<file path="config.mk">
export PLATFORM = sky130hd
export DESIGN_NAME = serial_mode_port
export DESIGN_NICKNAME = d
export VERILOG_FILES = /design/src/rtl/smp_pkg.sv /design/src/rtl/smp_sync.sv /design/src/rtl/smp_rx.sv /design/src/rtl/smp_ackgen.sv /design/src/rtl/smp_regs.sv /design/src/rtl/serial_mode_port.sv
export SDC_FILE = /design/constraint.sdc
export NUM_CORES = 1
export LEC_CHECK = 0
export BUFFER_PORTS_ARGS = -buffer_cell sky130_fd_sc_hd__buf_2
export CORE_MARGIN = 8
export CORE_UTILIZATION = 52
export DETAILED_ROUTE_END_ITERATION = 16
export PLACE_DENSITY = 0.68
export SYNTH_ARGS = -nofsm -noshare
export SYNTH_HDL_FRONTEND = slang
export SYNTH_HIERARCHICAL = 1
export SYNTH_SLANG_ARGS = --single-unit
</file>
<file path="constraint.sdc">
create_clock -name clk -period 2.45 [get_ports clk]
set_input_delay 0.245 -clock clk [delete_from_list [all_inputs] [get_ports clk]]
set_output_delay 0.245 -clock clk [all_outputs]
set_load 0.02 [all_outputs]
</file>
<file path="src/rtl/smp_pkg.sv">
// Package: shared types and constants for the serial mode-control port.
// Assumes the mode byte sits directly above the address field of the word.
package smp_pkg;

    // Mode fields in word order, most significant first.
    typedef struct packed {
        logic [1:0] test_sel;
        logic       cal_dis;
        logic       cal_start;
        logic       sleep;
        logic       polar;
        logic       coef_meas;
        logic       gain_sel;
    } mode_fields_t;

    localparam int FIELD_W = $bits(mode_fields_t);

endpackage

</file>
<file path="src/rtl/smp_sync.sv">
// Module: multi-stage synchronizer for a bundle of asynchronous inputs.
// Assumes each input is a level that stays put for several clocks at a time.
module smp_sync #(
    parameter int W      = 3,
    parameter int STAGES = 2
) (
    input  logic         clk,
    input  logic         rst_n,
    input  logic [W-1:0] d,
    output logic [W-1:0] q
);

    logic [W-1:0] chain [STAGES];

    generate
        for (genvar s = 0; s < STAGES; s++) begin : g_stage
            if (s == 0) begin : g_first
                // Purpose: first capture of the raw inputs.
                always_ff @(posedge clk) begin
                    if (!rst_n) chain[0] <= '0;
                    else        chain[0] <= d;
                end
            end else begin : g_next
                // Purpose: later stage that lets metastability settle.
                always_ff @(posedge clk) begin
                    if (!rst_n) chain[s] <= '0;
                    else        chain[s] <= chain[s-1];
                end
            end
        end
    endgenerate

    assign q = chain[STAGES-1];

endmodule

</file>
<file path="src/rtl/smp_rx.sv">
// Module: frame receiver. It shifts in bits LSB first on serial-clock rises
// and pulses `accept` one cycle after the 16th rise if the address matches.
// Assumes sclk_rise is a one-cycle pulse in the system-clock domain.
module smp_rx #(
    parameter int                WORD_W    = 16,
    parameter int                ADDR_W    = 8,
    parameter logic [ADDR_W-1:0] ADDR_CODE = 8'h3C,
    localparam int               CNT_W     = $clog2(WORD_W + 1)
) (
    input  logic              clk,
    input  logic              rst_n,
    input  logic              sen_s,
    input  logic              sclk_rise,
    input  logic              din_s,
    output logic              accept,
    output logic [WORD_W-1:0] word,
    output logic [CNT_W-1:0]  bit_cnt
);

    localparam logic [CNT_W-1:0] LAST_IDX = CNT_W'(WORD_W - 1);
    localparam logic [CNT_W-1:0] FULL_CNT = CNT_W'(WORD_W);

    logic [WORD_W-1:0] shreg;
    logic              done_q;

    // Purpose: count bits and shift them in; everything clears while enable is low.
    always_ff @(posedge clk) begin
        if (!rst_n) begin
            bit_cnt <= '0;
            shreg   <= '0;
            done_q  <= 1'b0;
        end else begin
            done_q <= 1'b0;
            if (!sen_s) begin
                bit_cnt <= '0;
                shreg   <= '0;
            end else if (sclk_rise && (bit_cnt != FULL_CNT)) begin
                shreg   <= {din_s, shreg[WORD_W-1:1]};
                bit_cnt <= bit_cnt + 1'b1;
                if (bit_cnt == LAST_IDX) done_q <= 1'b1;
            end
        end
    end

    assign word   = shreg;
    assign accept = done_q && (shreg[ADDR_W-1:0] == ADDR_CODE);

endmodule

</file>
<file path="src/rtl/smp_ackgen.sv">
// Module: acknowledge generator. It arms on an accepted word, raises the
// pull-down enable on the next serial-clock fall, and holds it until enable drops.
// Assumes sclk_fall is a one-cycle pulse in the system-clock domain.
module smp_ackgen (
    input  logic clk,
    input  logic rst_n,
    input  logic sen_s,
    input  logic accept,
    input  logic sclk_fall,
    output logic ack_oe
);

    logic armed;

    // Purpose: remember that a word was accepted in this frame.
    always_ff @(posedge clk) begin
        if (!rst_n || !sen_s) armed <= 1'b0;
        else if (accept)      armed <= 1'b1;
    end

    // Purpose: raise the acknowledge on the fall after acceptance, hold it until enable drops.
    always_ff @(posedge clk) begin
        if (!rst_n || !sen_s)      ack_oe <= 1'b0;
        else if (armed && sclk_fall) ack_oe <= 1'b1;
    end

endmodule

</file>
<file path="src/rtl/smp_regs.sv">
// Module: mode register. It loads the mode byte on an accepted word; a clear
// pulse drops only the calibration-start field. A load in the same cycle as
// a clear wins.
module smp_regs
    import smp_pkg::*;
(
    input  logic         clk,
    input  logic         rst_n,
    input  logic         load,
    input  mode_fields_t load_val,
    input  logic         start_clr,
    output mode_fields_t fields
);

    // Purpose: hold the mode fields; reset clears them all.
    always_ff @(posedge clk) begin
        if (!rst_n)         fields <= '0;
        else if (load)      fields <= load_val;
        else if (start_clr) fields.cal_start <= 1'b0;
    end

endmodule

</file>
<file path="src/rtl/serial_mode_port.sv">
// Module: top of the three-wire serial mode-control port. It synchronizes the
// serial lines, finds serial-clock edges, receives words, drives the
// acknowledge enable and holds the mode register.
// Assumes the serial clock half-period is longer than SYNC_STAGES + 2 system clocks.
module serial_mode_port
    import smp_pkg::*;
#(
    parameter int                ADDR_W      = 8,
    parameter logic [ADDR_W-1:0] ADDR_CODE   = 8'h3C,
    parameter int                SYNC_STAGES = 2
) (
    input  logic       clk,
    input  logic       rst_n,
    input  logic       sen,
    input  logic       sclk,
    input  logic       sdata_in,
    input  logic       start_clr,
    output logic       sdata_oe,
    output logic [1:0] test_sel,
    output logic       cal_dis,
    output logic       cal_start,
    output logic       sleep,
    output logic       polar,
    output logic       coef_meas,
    output logic       gain_sel
);

    localparam int WORD_W = ADDR_W + FIELD_W;
    localparam int CNT_W  = $clog2(WORD_W + 1);

    logic [2:0]        pins_s;
    logic              sen_s, sclk_s, din_s, sclk_prev;
    logic              sclk_rise, sclk_fall;
    logic              accept;
    logic [WORD_W-1:0] word;
    logic [CNT_W-1:0]  bit_cnt;
    mode_fields_t      fields;

    smp_sync #(.W(3), .STAGES(SYNC_STAGES)) u_sync (
        .clk   (clk),
        .rst_n (rst_n),
        .d     ({sen, sclk, sdata_in}),
        .q     (pins_s)
    );

    assign {sen_s, sclk_s, din_s} = pins_s;

    // Purpose: keep the previous synchronized serial clock for edge detection.
    always_ff @(posedge clk) begin
        if (!rst_n) sclk_prev <= 1'b0;
        else        sclk_prev <= sclk_s;
    end

    assign sclk_rise = sclk_s && !sclk_prev;
    assign sclk_fall = !sclk_s && sclk_prev;

    smp_rx #(.WORD_W(WORD_W), .ADDR_W(ADDR_W), .ADDR_CODE(ADDR_CODE)) u_rx (
        .clk       (clk),
        .rst_n     (rst_n),
        .sen_s     (sen_s),
        .sclk_rise (sclk_rise),
        .din_s     (din_s),
        .accept    (accept),
        .word      (word),
        .bit_cnt   (bit_cnt)
    );

    smp_ackgen u_ack (
        .clk       (clk),
        .rst_n     (rst_n),
        .sen_s     (sen_s),
        .accept    (accept),
        .sclk_fall (sclk_fall),
        .ack_oe    (sdata_oe)
    );

    smp_regs u_regs (
        .clk       (clk),
        .rst_n     (rst_n),
        .load      (accept),
        .load_val  (mode_fields_t'(word[WORD_W-1:ADDR_W])),
        .start_clr (start_clr),
        .fields    (fields)
    );

    assign test_sel  = fields.test_sel;
    assign cal_dis   = fields.cal_dis;
    assign cal_start = fields.cal_start;
    assign sleep     = fields.sleep;
    assign polar     = fields.polar;
    assign coef_meas = fields.coef_meas;
    assign gain_sel  = fields.gain_sel;

endmodule

</file>
Word level (Yosys, flattened, before mapping)
Memory sizes are Yosys's and may differ from the RTL's.
Cells that the tools add are included.

cells by class
  add/subtract/negate cells = 1
  multipliers = 0
  divide/modulo/power cells = 0
  magnitude comparators = 0
  equality and inequality tests = 3
  shifts and indexed selects = 0
  mux-type cells = 7
  bitwise operators = 2
  reductions and logical operators = 13

operators by type and width
  operator               count
  $eq A8 B6 Y1 const B   1
  $mux W3                2
  $add A5 B1 Y5 const B  1
  $eq A5 B4 Y1 const B   1
  $logic_and A1 B1 Y1    5
  $mux W1                5
  $ne A5 B5 Y1 const B   1
  $logic_not A1 Y1       4
  $reduce_and A3 Y1      1
  $or A1 B1 Y1           2
  $reduce_and A2 Y1      1
  $reduce_bool A2 Y1     1
  $logic_or A1 B1 Y1     1

storage, ports and cells
  bits in registers = 33
  bits in latches = 0
  RAM bits = 6
  bits in read-only memories = 0
  input bits = 6
  output and inout port bits = 9
  word-level logic and storage cells = 40
  memories = 1

memory list
  memory        depth  bits a word  read ports  clocked after memory_dff  wr ports  RTL line        text
  u_sync.chain  2      3            2           0                         2         smp_sync.sv:13  logic [W-1:0] chain [STAGES];

Depth between registers and ports, before layout
  depth in word-level cells = 4
  mapped depth = 6
  mapped depth without buffers = 5

Modules after synthesis
The synthesis kept the hierarchy.

modules (own cells, without submodules)
  module            times used  cells an instance  area each (um^2)  sequential area each (um^2)
  smp_rx            1           90                 929.6             440.4
  smp_regs          1           25                 304.0             160.2
  smp_sync          1           12                 157.7             120.1
  smp_ackgen        1           7                  60.1              40.0
  serial_mode_port  1           4                  38.8              20.0

Worst setup path after synthesis
No wires, ideal clock.

  path type = flip-flop to flip-flop
  start = register u_rx.shreg[7], in the netlist u_rx/word[7]
  end = register, netlist name u_regs/fields[0]
  arrival time = 1328 ps
  data required time = 2334 ps
  slack = 1006 ps
  cell stages (with the launch flop) = 7
  buffers on the path = 1
  path through = dfxtp_1 nor4b_1 nand3_1 nor3_1 buf_6 mux2i_1 nor2b_1

on the way
  longest elaborated chain between the ends = 2

ends and longest elaborated chain
  element                 RTL line                text
  from (decl)             smp_rx.sv:23            logic [WORD_W-1:0] shreg;
  from (signal assigned)  smp_rx.sv:38            shreg <= {din_s, shreg[WORD_W-1:1]};
  $eq A8 B6 Y1            smp_rx.sv:46            assign accept = done_q && (shreg[ADDR_W-1:0] == ADDR_CODE);
  $logic_and A1 B1 Y1     smp_rx.sv:46
  via accept              serial_mode_port.sv:34  logic accept;

The timed path passes the listed nets, and every way through them passes these cells.
A chain may end at the register's enable or synchronous reset.

Worst setup path after layout
  start = register u_rx.shreg[7], in the netlist u_rx/word[7]
  end = register, netlist name u_regs/fields[1]

on the way
  longest elaborated chain between the ends = 2

ends and longest elaborated chain
  element              RTL line
  $eq A8 B6 Y1         smp_rx.sv:46
  $logic_and A1 B1 Y1  smp_rx.sv:46
  via accept           serial_mode_port.sv:34

The timed path passes the listed nets, and every way through them passes these cells.

==> results.txt <==
- The run finished with clean final reports.
- Once the clock tree was built, the setup fixing pass inserted 0 buffers.
- Fraction of final layout cells sized beyond drive strength 1: 17.3%
- CTS Root Cell: sky130_fd_sc_hd__clkbuf_4
- The longest clock path from root to sink contains 2 buffers.
- In this run the critical register-to-register path is launched from u_rx/word[7]$_SDFFE_PN0P_.
- GRT overflow: 0
* Core footprint: 2730 µm²
- Endpoints failing setup: 0
- Worst-case clock skew: 11.4 ps
- The synthesized design contains 39 register bits.
- The final layout contains 164 nets.
- CTS tree: done
* Unique masters post-synth: 26
* Crit path arrival time: 1820 ps
* Fin Setup TNS: 0 ps
- The path class of the tightest hold or removal check is in2reg.
* Critical R2R Capture: u_regs/fields[1]$_SDFFE_PN0P_
* Post-synth EDFFs: 0
- Mux share of post-synthesis cell area: 16.1%
* Reg2reg setup slack: 870 ps
- The synthesized netlist devotes 5.12% of its cell area to compound gates.
- Post-CTS Hold Buffers: 0
- For this run, the detailed router's first-pass iteration total came to 4.
- Gates resized during post-CTS repair numbered 0.
- Dominant combinational cell family by area after synthesis: simple AND/OR/NAND/NOR gates
- Once placement finished, the instance area stood at 1560 µm².
* Critical path startpoint: u_rx/word[7]$_SDFFE_PN0P_
- Total nets after synthesis: 147
- Setup repair after global routing left no endpoint under its margin.
- WL per Instance: 13.2 µm
* Final instance area: 1650 µm²
- Wire length of the first global-routing pass: 4220 µm
- Port buffering added 14 buffers.
* Simple logic cell fraction of the synthesized area: 19.6%
* Most instantiated cells after synthesis: 39 x sky130_fd_sc_hd__dfxtp_1, 24 x sky130_fd_sc_hd__mux2i_1, 24 x sky130_fd_sc_hd__nand2_1, 9 x sky130_fd_sc_hd__nor2b_1, 8 x sky130_fd_sc_hd__and2_1
- Counting every instance in the synthesized netlist gives 138.
- The critical path is of the reg2reg type.
- Vias per Instance: 5.13
- Pin count of the biggest net entering global routing: 22
- For the worst flop-to-flop path, the logic depth is 6.
- Total DRC errors in the routed layout: 0
* Total power divided by cell area: 678 nW/µm²
- The worst setup path is launched from a flip-flop.
* Area share of xor/xnor cells in the synthesized design: 0.588%
- Clk Latency, worst-skew pair: 350 ps
- Crit path required time: 2700 ps
- Height of the die: 69.5 µm
- Total standard cell area after synthesis: 1490 µm²
* Yosys top cell area share: 52.4%
* Post-route antenna net violation count: 0
- In the global route stage, overall resource usage came out at 10.7%.
* Worst Hold Path Cells: 2
- FFs w/ async S/R, synth: 0%
- Summing over every cut layer, the via total after detailed routing is 959.
- Minimum period implied by the final worst setup slack: 1580 ps
- In this run the number of H-tree levels came out at 2.
* Final Cycle Share: 64.4%
- Buffers inserted during clock tree synthesis total 5.
- Worst rel slew slack: 54.8%
- The count of final max-slew check failures was 0.
- After clock tree synthesis, the clock-pin slew on the worst setup and hold paths is 120 ps.
- For hold timing, the worst endpoint is u_sync/chain[0][2]$_SDFF_PN0_.
- The worst-case IR drop observed on VDD is 0.493 mV.
- Peak Freq: 633 MHz
- Sequential-to-total area share from yosys stat: 52.4%
* TritonCTS Sinks: 39
- The worst hold path begins at sen.
* Endpoint class of the critical path: flip-flop
* Post-synth top flop: sky130_fd_sc_hd__dfxtp_1
* Die area: 4830 µm²
* Final estimated routing congestion in global placement: 0.767
* Largest driver fanout on the critical path: 10
- The floorplan has 19 rows.
- Area grow syn2layout: 10.7%
- Adder-cell share of the synthesized area: 2.52%
- sky130_fd_sc_hd__dfxtp_1 is the most common cell in the netlist.
- 15 I/O pins were placed.
- Total wirelength of the detailed-routed design: 2480 µm
- The final-report hold violation count was 0.
- Once detailed placement completed, the half-perimeter wirelength came to 1770 µm.
- Cell taking the most area after synthesis: sky130_fd_sc_hd__dfxtp_1
- Once the floorplan was initialized, standard cells occupied 54.5% of the core.
- Die width: 69.5 µm
* Via count of the first global-routing pass: 945
- At the pin with the least slew margin, the transition time is 678 ps.
- Number of DRC markers in iteration 0: 57
- Post-Synthesis Mean Instance Area: 10.8 µm²
- Cells taking the most area after synthesis: sky130_fd_sc_hd__dfxtp_1 52%, sky130_fd_sc_hd__mux2i_1 16%, sky130_fd_sc_hd__nand2_1 6.0%
- Yosys warnings: 6
* Antenna violations before repair: 0
* Fillers: 231
- Reported leakage power: 0.680 nW
* Final core utilization: 60.3%
* Number of antenna diodes: 0
- The tool flagged a number of max-cap violations equal to 0.
==> how the worst max path moves through the flow <==
stage,to,slack (ps)
3_5_place_dp,u_rx/word[1]$_SDFFE_PN0P_,900
6_report,u_regs/fields[1]$_SDFFE_PN0P_,870
3_3_place_gp,u_regs/fields[0]$_SDFFE_PN0P_,850
2_1_floorplan,u_regs/fields[0]$_SDFFE_PN0P_,1010
4_1_cts,u_rx/word[1]$_SDFFE_PN0P_,870
5_1_grt,u_regs/fields[3]$_SDFFE_PN0P_,750
==> critical path, cell delays in order (launching register included) <==
cell and delay (ps):
sky130_fd_sc_hd__dfxtp_1 340, sky130_fd_sc_hd__nor4b_1 300, sky130_fd_sc_hd__nand3_1 110, sky130_fd_sc_hd__nor3_1 180, sky130_fd_sc_hd__buf_4 230, sky130_fd_sc_hd__mux2i_1 250
sky130_fd_sc_hd__nor2b_1 70
==> state kept, by name (all words and copies together), names as in the netlist <==
register / count
u_rx/word: 16
u_regs/fields: 8
u_sync/chain: 6
u_rx/bit_cnt: 5
sclk_prev: 1
u_ack/ack_oe: 1
u_ack/armed: 1
u_rx/done_q: 1
==> cells in the final DEF (no fill, tap or decap), drive strengths merged, types with 2 or more instances in the layout <==
cell type,count
mux2i,24
inv,3
nand2,24
and3,2
ha,3
clkbuf,6
and2,8
a21oi,2
nor2,5
nor2b,9
buf,15
dfxtp,39
==> cell families after synthesis <==
| group | Yosys count |
|---|---|
| AOI/OAI and AO/OA | 8 |
| xor gates and xnor gates | 1 |
| adders and majority gates | 3 |
| buffers and inverters | 8 |
| DFF | 39 |
| muxes | 24 |
| and+or+nand+nor | 55 |
==> per-stage QoR <==
| stage | total power, mW | setup WS, ps | hold slack (ps) | instances |
|---|---|---|---|---|
| 2_1_floorplan | 0.678 | 1010 | 367 | 138 |
| 3_3_place_gp | 0.684 | 855 | 413 | 179 |
| 3_5_place_dp | 0.685 | 903 | 420 | 179 |
| 4_1_cts | 1.13 | 874 | 95.3 | 187 |
| 5_1_grt | 1.16 | 746 | 88.1 | 187 |
| 6_report | 1.12 | 871 | 107 | 187 |
==> metal layers <==
metal	global-route usage [%]	vias to the layer above	part of all wire, %
met5	0	-	0
met4	5.47	0	1.5
met3	4.72	4	4.2
met2	16.3	17	44
met1	12.3	439	50
li1	-	499	-
==> final cells by class <==
cell class,instances,area [µm²],share of cell area (%)
Sequential cell,39,781,47.3
Multi-Input combinational cell,91,654,39.7
Timing Repair Buffer,15,77.6,4.70
Clock buffer,6,51.3,3.11
Tap cell,31,38.8,2.35
Clock inverter,2,35.0,2.12
Inverter,3,11.3,0.683
==> where the power goes <==
part           internal, mW  total (mW)  leakage, nW  switching, mW
logic                0.0135      0.0296        0.316         0.0161
registers             0.639       0.641        0.315        0.00177
clock network         0.241       0.447       0.0482          0.206
(Power assumes the default switching activity.)
